**src/rtl/cart_bank_xlate.sv**
```systemverilog
module cart_bank_xlate #(
  parameter int PRG_ROM_KB   = 512,
  parameter int RAM_KB       = 32,
  parameter bit SPLIT_RAM    = 1'b0,
  parameter bit HAS_BATTERY  = 1'b1,
  parameter bit FORCE_RAM_ON = 1'b0,
  parameter bit FIXED_PRG    = 1'b0
) (
  input  logic       clk,
  input  logic       rst_n,
  input  logic [4:0] ctrl_reg,
  input  logic [4:0] chr0_reg,
  input  logic [4:0] chr1_reg,
  input  logic [4:0] prg_reg,
  input  logic       chr1_last,
  output logic [4:0] prg_bank_lo,
  output logic [4:0] prg_bank_hi,
  output logic [4:0] chr_bank_lo,
  output logic [4:0] chr_bank_hi,
  output logic [1:0] mirror,
  output logic       ram_en,
  output logic [1:0] ram_bank,
  output logic       ram_battery
);

  localparam bit HIGH_PRG_BIT = (PRG_ROM_KB == 512);
  localparam bit RAM_BANKED4  = (RAM_KB > 16);
  localparam bit RAM_BANKED2  = (RAM_KB > 8) && (RAM_KB <= 16) && !SPLIT_RAM;
  localparam bit RAM_SPLIT    = (RAM_KB > 8) && (RAM_KB <= 16) && SPLIT_RAM;

  logic       chr_4k, prg_16k, slot_lo;
  logic [2:0] act;
  logic       hb;
  logic [4:0] n_prg_lo, n_prg_hi, n_chr_lo, n_chr_hi;
  logic [1:0] n_bank;
  logic       n_batt, n_en;

  assign chr_4k  = ctrl_reg[4];
  assign prg_16k = ctrl_reg[3];
  assign slot_lo = ctrl_reg[2];

  assign act = (chr1_last && chr_4k) ? chr1_reg[4:2] : chr0_reg[4:2];
  assign hb  = HIGH_PRG_BIT ? act[2] : 1'b0;

  always_comb begin
    if (FIXED_PRG) begin
      n_prg_lo = 5'd0;
      n_prg_hi = 5'd1;
    end else if (!prg_16k) begin
      n_prg_lo = {hb, prg_reg[3:1], 1'b0};
      n_prg_hi = {hb, prg_reg[3:1], 1'b1};
    end else if (slot_lo) begin
      n_prg_lo = {hb, prg_reg[3:0]};
      n_prg_hi = {hb, 4'hF};
    end else begin
      n_prg_lo = {hb, 4'h0};
      n_prg_hi = {hb, prg_reg[3:0]};
    end
  end

  assign n_chr_lo = chr_4k ? chr0_reg : {chr0_reg[4:1], 1'b0};
  assign n_chr_hi = chr_4k ? chr1_reg : {chr0_reg[4:1], 1'b1};

  assign n_en = FORCE_RAM_ON || !prg_reg[4];

  always_comb begin
    n_bank = 2'd0;
    n_batt = HAS_BATTERY;
    if (RAM_BANKED4) begin
      n_bank = act[1:0];
    end else if (RAM_BANKED2) begin
      n_bank = {1'b0, act[0]};
    end else if (RAM_SPLIT) begin
      n_batt = !act[1];
    end
  end

  always_ff @(posedge clk) begin
    if (!rst_n) begin
      prg_bank_lo <= '0;
      prg_bank_hi <= '0;
      chr_bank_lo <= '0;
      chr_bank_hi <= '0;
      mirror      <= '0;
      ram_en      <= 1'b0;
      ram_bank    <= '0;
      ram_battery <= 1'b0;
    end else begin
      prg_bank_lo <= n_prg_lo;
      prg_bank_hi <= n_prg_hi;
      chr_bank_lo <= n_chr_lo;
      chr_bank_hi <= n_chr_hi;
      mirror      <= ctrl_reg[1:0];
      ram_en      <= n_en;
      ram_bank    <= n_bank;
      ram_battery <= n_batt;
    end
  end

endmodule

```
**config.mk**
```make
export PLATFORM = sky130hd
export DESIGN_NAME = cart_bank_xlate
export DESIGN_NICKNAME = d
export VERILOG_FILES = /design/src/rtl/cart_bank_xlate.sv
export SDC_FILE = /design/constraint.sdc
export NUM_CORES = 1
export LEC_CHECK = 0
export BUFFER_PORTS_ARGS = -buffer_cell sky130_fd_sc_hd__buf_2
export CAP_MARGIN = 20
export CORE_MARGIN = 2
export CORE_UTILIZATION = 36
export DETAILED_ROUTE_END_ITERATION = 8
export GPL_ROUTABILITY_DRIVEN = 0
export PLACE_DENSITY = 0.78
export SETUP_SLACK_MARGIN = 0.3
export SLEW_MARGIN = 20
export SYNTH_ARGS = -nofsm -noshare
export SYNTH_HDL_FRONTEND = slang
export SYNTH_SLANG_ARGS = --single-unit
export TNS_END_PERCENT = 10
```
**constraint.sdc**
```tcl
create_clock -name clk -period 0.8 [get_ports clk]
set_input_delay 0.12 -clock clk [delete_from_list [all_inputs] [get_ports clk]]
set_output_delay 0.12 -clock clk [all_outputs]
set_load 0.03 [all_outputs]
```
==> results of run 1 <==
## logic make-up (layout without fill, tap and decap cells)
| logic type | Yosys count | count (layout) |
|---|---|---|
| and+or+nand+nor | 22 | 22 |
| muxes | 4 | 4 |
| AOI/OAI and AO/OA | 8 | 8 |
| DFF | 25 | 25 |
| buffers and inverters | 8 | 56 |
## cell type report
class | instances | share of cell area
clock buffer | 4 | 0.0210
inverter | 4 | 0.0120
multi-input combinational | 34 | 0.183
sequential | 25 | 0.432
tap | 27 | 0.0271
timing repair buffer | 48 | 0.325
## where the power goes
group / leakage (nW) / switching, mW / internal, mW
logic: 0.380 / 0.259 / 0.228
registers: 0.216 / 0.0352 / 1.33
clock network: 0.0150 / 0.332 / 0.194
total: 0.611 / 0.627 / 1.75
## stage by stage
| stage | setup slack [ns] | setup TNS (ns) |
|---|---|---|
| 3_3_place_gp | 0.0360 | 0 |
| 5_1_grt | -0.168 | -3.49 |
| 3_5_place_dp | -0.0000313 | -0.0000313 |
| 4_1_cts | -0.142 | -2.82 |
| 6_report | -0.125 | -2.36 |
| 2_1_floorplan | 0.160 | 0 |
## registers in the layout, summed over array words and instances, names as in the netlist
register     flops
prg_bank_lo      5
ram_battery      1
ram_bank         2
mirror           2
chr_bank_hi      5
ram_en           1
chr_bank_lo      5
prg_bank_hi      4
## synthesized netlist by cell type
master	number
dfxtp_1	25
and3_1	5
nor2b_1	5
and2_1	4
inv_1	4
mux2i_1	4
o21a_1	4
buf_4	3
nand2_1	3
nand4_1	3
o21ai_0	3
a21boi_2	1
and2_4	1
buf_6	1
nand2b_1	1
## repair_timing
action,4_1_cts,5_1_grt
gates resized for setup,74,1
endpoints found under the setup margin,26,28
endpoints found under the hold margin,1,3
## per-layer routing
layer  wire length, um  vias to the layer above  track usage  share of wire
met1               599                      284        0.148           0.37
met5                 0                        -            0              0
met4                10                        0       0.0811         0.0062
li1                  -                      314            -              -
met2               789                       41        0.235           0.49
met3               221                        2       0.0625           0.14
## how the worst min path moves through the flow
| stage | to | start | cells past startpoint |
|---|---|---|---|
| global placement | ram_en | prg_reg[4] | 2 |
| finish | ram_en | prg_reg[4] | 2 |
| global route | ram_en | prg_reg[4] | 2 |
| CTS | ram_en | prg_reg[4] | 2 |
| floorplan | ram_battery | rst_n | 0 |
| detailed placement | ram_en | prg_reg[4] | 2 |
==> results_dict.tcl, run 1 <==
set metrics [dict create \
    die_h_um 50.5 \
    min_period_over_period 1.16 \
    placed_area_sq_um 1030 \
    cp_max_fo 2 \
    vias_per_cell 4.51 \
    grt_overflow 0 \
    ys_types 15 \
    slew_headroom 0.852 \
    fin_util 0.624 \
    critPathBufInv 1 \
    finalNonFillerCells 142 \
    path_class "flop to primary output" \
    drt_iter0_drc 4 \
    cts_num_sinks 25 \
    wl_um 1620 \
    cts_tree "done" \
    rsz0062_at_grt "true" \
    endpoint_kind "primary output" \
    initial_core_util 0.389 \
    finalHoldViolCount 1 \
    hold_class "input pin to flop" \
    num_antenna_cells 0 \
    post_route_cells_drive_above_1_share 0.678 \
    worstPathArrival_ns 0.81 \
    synthAdderAreaFrac 0 \
    area_delta_synth_final_pct 60.5 \
    critPathCapture "prg_bank_hi[4]" \
    synth-simple-area-share 0.170 \
    synthTopCellsByArea "dfxtp_1 (64%), mux2i_1 (5.1%), and3_1 (4.0%)" \
    detail-route-antenna-nets 0 \
    cts.path.max_buffers 2 \
    setup_ws_ns -0.125 \
    path_clk_slew_ns 0.12 \
    port_buffers 48 \
    register_area_sq_um 539 \
    first_global_vias 648 \
    drc 0 \
    grt_pass1_wl_um 2680 \
    fmax_mhz 1080 \
    yosys_warnings 0 \
    synth_mux_area_frac 0.0514 \
    avgRoutedWirePerCell_um 11.4 \
    nets 139 \
    mostFrequentLayoutCells "buf_6 (26), dfxtp_2 (22), buf_2 (21)" \
    cp_slowest_cell "dfxtp_4" \
    final_common_cell "buf_6" \
    core-area_sq_um 2000 \
    ys_seq_area_frac 0.643 \
    n_fill_cell 173 \
    multi_input_area_sq_um 229 \
    outcome "complete, but fails checks" \
    cts_root_buffer "clkbuf_4" \
    grt_usage 0.142 \
    cts_buffers 3 \
    min_period_ns 0.925 \
    cts_setup_buffers 0 \
    totalPowerFinal_mw 2.38 \
    drv_cap 0 \
    critical_path.cell_chain "buf_6" \
    ys_ff_latch 25 \
    crit_cells 1 \
    synthXorXnorAreaFrac 0 \
    ir_worst_vdd_mv 1.27 \
    rows 16 \
    ios 49 \
    setup_viol_count_final 26 \
    tightestPinTransition_ns 0.221 \
    yosysTopAreaCellShare 0.643 \
    critPathTopFamily "flip-flops" \
    startpoint_type "flop" \
    die_area_sq_um 2550 \
    violations "hold timing, setup timing" \
    final_max_slew_viol_count 0 \
    num_vias 641 \
    cp.required_ns 0.68 \
    synth_compound_area_frac 0.0723 \
    whs_ns -0.0499 \
    cpPeakStageDelay_ns 0.37 \
    avgSynthCellArea_sq_um 11.6 \
    final_area_sq_um 1250 \
    antenna_found_initial 0 \
    synth.cell_area_sq_um 778 \
    synth_area_leader_cell "dfxtp_1" \
    synth_nets 90 \
    die_x_um 50.5 \
    grt_start_max_net_pins 26 \
    htreeDepth 1 \
    dp_hpwl_um 1180 \
    startpoint "prg_bank_lo[4]" \
    placedCellCount 138 \
    drtPass1Iterations 4 \
    powerDensity_nw_per_um2 1900 \
    synth_top_family_by_area "simple AND/OR/NAND/NOR gates" \
    p_leak_nw 0.611 \
    synthCells 67 \
]
Power figures use the tool's default switching activity.
==> inputs of run 2 (changes only) <==
- CORE_ASPECT_RATIO: unset -> 1.2
==> run 2 against run 1 <==
The run still ends with hold timing, setup timing left. Maximum frequency grew 0.14%. Critical path depth is the same. Setup slack improved by 0.0013 ns. Worst hold slack lost 0.0097 ns. Sequential power about the same. Cell area up 0.40%. Flip-flop and latch count stayed put. Combinational power is essentially flat. Utilization shrank 1.2 points. Global-route usage grew 0.61 points. Via count fell by 0.16%. Critical endpoint unchanged. Largest cell class unchanged. Highest routed layer unchanged.
==> results_dict.tcl, run 2 (same netlist as run 1, synthesis figures left out) <==
set metrics [dict create \
    critPathTopFamily "flip-flops" \
    mostFrequentLayoutCells "buf_6 (26), dfxtp_2 (22), buf_2 (21)" \
    detail-route-antenna-nets 0 \
    min_period_over_period 1.15 \
    initial_core_util 0.380 \
    htreeDepth 1 \
    placed_area_sq_um 1030 \
    rsz0062_at_grt "true" \
    wl_um 1700 \
    core-area_sq_um 2050 \
    violations "hold timing, setup timing" \
    ir_worst_vdd_mv 0.966 \
    p_leak_nw 0.614 \
    critical_path.cell_chain "buf_6" \
    area_delta_synth_final_pct 61.1 \
    cp_max_fo 2 \
    startpoint_type "flop" \
    path_class "flop to primary output" \
    nets 139 \
    finalHoldViolCount 1 \
    cp_slowest_cell "dfxtp_4" \
    min_period_ns 0.924 \
    antenna_found_initial 0 \
    drv_cap 0 \
    vias_per_cell 4.41 \
    cts_root_buffer "clkbuf_4" \
    critPathBufInv 1 \
    cts_setup_buffers 0 \
    dp_hpwl_um 1190 \
    cts_buffers 3 \
    whs_ns -0.0596 \
    slew_headroom 0.851 \
    first_global_vias 635 \
    worstPathArrival_ns 0.80 \
    grt_pass1_wl_um 2570 \
    port_buffers 48 \
    hold_class "input pin to flop" \
    endpoint_kind "primary output" \
    avgRoutedWirePerCell_um 11.7 \
    cts.path.max_buffers 2 \
    die_area_sq_um 2550 \
    outcome "complete, but fails checks" \
    cts_tree "done" \
    final_common_cell "buf_6" \
    die_x_um 46.4 \
    cpPeakStageDelay_ns 0.37 \
    die_h_um 54.9 \
    fmax_mhz 1080 \
    final_area_sq_um 1250 \
    startpoint "prg_bank_lo[4]" \
    grt_usage 0.148 \
    rows 18 \
    drt_iter0_drc 3 \
    tightestPinTransition_ns 0.224 \
    num_antenna_cells 0 \
    cts_num_sinks 25 \
    drc 0 \
    post_route_cells_drive_above_1_share 0.687 \
    totalPowerFinal_mw 2.38 \
    num_vias 640 \
    tns_ns -2.51 \
    grt_start_max_net_pins 26 \
    setup_ws_ns -0.124 \
    ios 49 \
    cp.required_ns 0.68 \
    worstHoldStart "prg_reg[4]" \
    post-place-ws_ns 0.0332 \
    drtPass1Iterations 4 \
    top_regs "chr_bank_hi (5), chr_bank_lo (5), prg_bank_lo (5)" \
    powerDensity_nw_per_um2 1900 \
    setup_viol_count_final 26 \
    path_clk_slew_ns 0.12 \
    final_max_slew_viol_count 0 \
    grt_overflow 0 \
]
==> run 2: cell type report <==
type | count | area, sq um
Fill cell | 167 | 796
Sequential cell | 25 | 539
Timing Repair Buffer | 48 | 405
Multi-Input combinational cell | 34 | 229
Tap cell | 30 | 37.5
Clock buffer | 3 | 22.5
Inverter | 4 | 15.0
Clock inverter | 1 | 5.00
==> run 2: metal layers <==
metal  global-route usage  wire length [um]  part of all wire
met1                0.156               638              0.38
met2                0.264               882              0.52
met3               0.0227               139             0.082
met4                0.100                35             0.021
met5                    0                 0                 0
==> run 2: timing repair <==
action	in CTS	in global routing
endpoints found under the hold margin	1	1
endpoints found under the setup margin	26	29
gates cloned	0	0
resized for setup	74	1
==> run 2: where the power goes <==
| part | switching (mW) | total (mW) | internal, mW |
|---|---|---|---|
| clock | 0.341 | 0.527 | 0.187 |
| combinational | 0.262 | 0.489 | 0.228 |
| sequential | 0.0366 | 1.36 | 1.33 |
| total | 0.639 | 2.38 | 1.74 |
==> run 2: final timing paths <==
path             end  slack, ns  cells after the start
max   prg_bank_hi[4]      -0.12                      1
min           ram_en      -0.06                      2
==> run 2: metrics by stage <==
step,instances,util
2_1_floorplan,67,-
3_3_place_gp,141,0.504
3_5_place_dp,141,0.504
4_1_cts,145,0.611
5_1_grt,145,0.612
6_report,145,0.612
==> inputs of run 3 (changes only) <==
- PLACE_DENSITY: 0.78 -> 0.72
==> run 3 against run 2 <==
The flow still finishes with violations (hold timing, setup timing). Combinational power is essentially flat. Power is 0.71% lower. Via count shrank 4.1%. Critical path depth stayed put. Utilization fell by 0.061 points. First-iteration DRC count unchanged. Die area stayed put. Critical path type unchanged. Highest routed layer is now met3.
==> results_dict.tcl, run 3 (same netlist as run 1, synthesis figures left out) <==
set metrics [dict create \
    first_global_vias 615 \
    die_area_sq_um 2550 \
    num_antenna_cells 0 \
    nets 139 \
    crit_cells 1 \
    ir_worst_vdd_mv 1.43 \
    antenna_found_initial 0 \
    top_regs "chr_bank_hi (5), chr_bank_lo (5), prg_bank_lo (5)" \
    drv_cap 0 \
    min_period_ns 0.922 \
    cp_slowest_cell "dfxtp_4" \
    cts_setup_buffers 0 \
    min_period_over_period 1.15 \
    avgRoutedWirePerCell_um 10.3 \
    cts_num_sinks 25 \
    path_class "flop to primary output" \
    grt_pass1_wl_um 2450 \
    cp.required_ns 0.68 \
    detail-route-antenna-nets 0 \
    mostFrequentLayoutCells "buf_6 (26), dfxtp_2 (22), buf_2 (21)" \
    endpoint_kind "primary output" \
    violations "hold timing, setup timing" \
    outcome "complete, but fails checks" \
    initial_core_util 0.380 \
    cp_max_fo 2 \
    whs_ns -0.0532 \
    die_x_um 46.4 \
    slew_headroom 0.855 \
    critPathTopFamily "flip-flops" \
    path_clk_slew_ns 0.12 \
    placedCellCount 141 \
    port_buffers 48 \
    rows 18 \
    critPathBufInv 1 \
    setup_ws_ns -0.122 \
    grt_overflow 0 \
    setup_viol_count_final 26 \
    startpoint_type "flop" \
    p_sw_uw 614 \
    fmax_mhz 1080 \
    powerDensity_nw_per_um2 1890 \
    tightestPinTransition_ns 0.218 \
    p_leak_nw 0.611 \
    cts.path.max_buffers 2 \
    critical_path.cell_chain "buf_6" \
    grt_usage 0.138 \
    drc 0 \
    clkPwrFrac 0.219 \
    min_path_cells 2 \
    cts_buffers 3 \
    totalPowerFinal_mw 2.36 \
    p_comb_frac 0.206 \
    die_h_um 54.9 \
    drt_iter0_drc 3 \
    area_delta_synth_final_pct 60.9 \
    seqPwrFrac 0.576 \
    ios 49 \
    num_vias 614 \
    dp_hpwl_um 1110 \
    cts_root_buffer "clkbuf_4" \
    htreeDepth 1 \
    grt_start_max_net_pins 26 \
    hold_class "input pin to flop" \
    post_route_cells_drive_above_1_share 0.678 \
    drtPass1Iterations 4 \
    cpPeakStageDelay_ns 0.37 \
    core-area_sq_um 2050 \
    finalHoldViolCount 1 \
    finalNonFillerCells 145 \
    p_int_mw 1.75 \
    p_sw_frac 0.260 \
    worstPathArrival_ns 0.80 \
    wl_um 1500 \
    final_common_cell "buf_6" \
    rsz0062_at_grt "true" \
    cts_tree "done" \
    final_max_slew_viol_count 0 \
    n_fill_cell 178 \
    vias_per_cell 4.23 \
]
-- run 3: changes by cell type in the layout (fill, tap and decap cells not counted) --
cell,delta
clkbuf_1,+1
clkinv_2,-1
clkbuf_4,-1
buf_4,+1
-- run 3: layout make-up --
cell class | instances | area, sq um | area share
inverters | 4 | 15.0 | 0.0120
repair buffers | 48 | 405 | 0.324
well taps | 30 | 37.5 | 0.0300
clock buffers | 4 | 26.3 | 0.0210
flip-flops and latches | 25 | 539 | 0.431
multi-input cells | 34 | 229 | 0.183
-- run 3: power by group through the flow --
stage	registers, mW	logic (mW)	clock network (mW)
2_1_floorplan	1.52	0.110	0
5_1_grt	1.37	0.522	0.586
3_3_place_gp	1.36	0.391	0
4_1_cts	1.36	0.489	0.540
6_report	1.36	0.486	0.517
3_5_place_dp	1.36	0.398	0
-- run 3: per-stage QoR --
stage,worst slack (ns),util,TNS [ns],area (sq um)
floorplan,0.160,-,0,793
CTS,-0.131,0.611,-2.54,1250
detailed placement,-0.0461,0.504,-0.0461,1030
global placement,0.0456,0.504,0,1030
finish,-0.122,0.611,-2.20,1250
global route,-0.161,0.611,-3.18,1250
-- run 3: path summary, 6_finish.rpt --
check / to / startpoint / slack, ns
setup / recovery: prg_bank_hi[4] / prg_bank_lo[4] / -0.12
hold / removal: ram_en / prg_reg[4] / -0.05
-- run 3: what timing repair did --
item | CTS | global route
hold endpoints to repair | 1 | 1
gates cloned | 0 | 0
endpoints found under the setup margin | 27 | 26
gates resized for setup | 75 | 0
-- run 3: layer usage --
metal,track usage,vias to the layer above,wire [um]
li1,-,313,-
met1,0.134,262,521
met2,0.250,39,768
met3,0.0584,0,210
met4,0.0571,0,0
met5,0,-,0
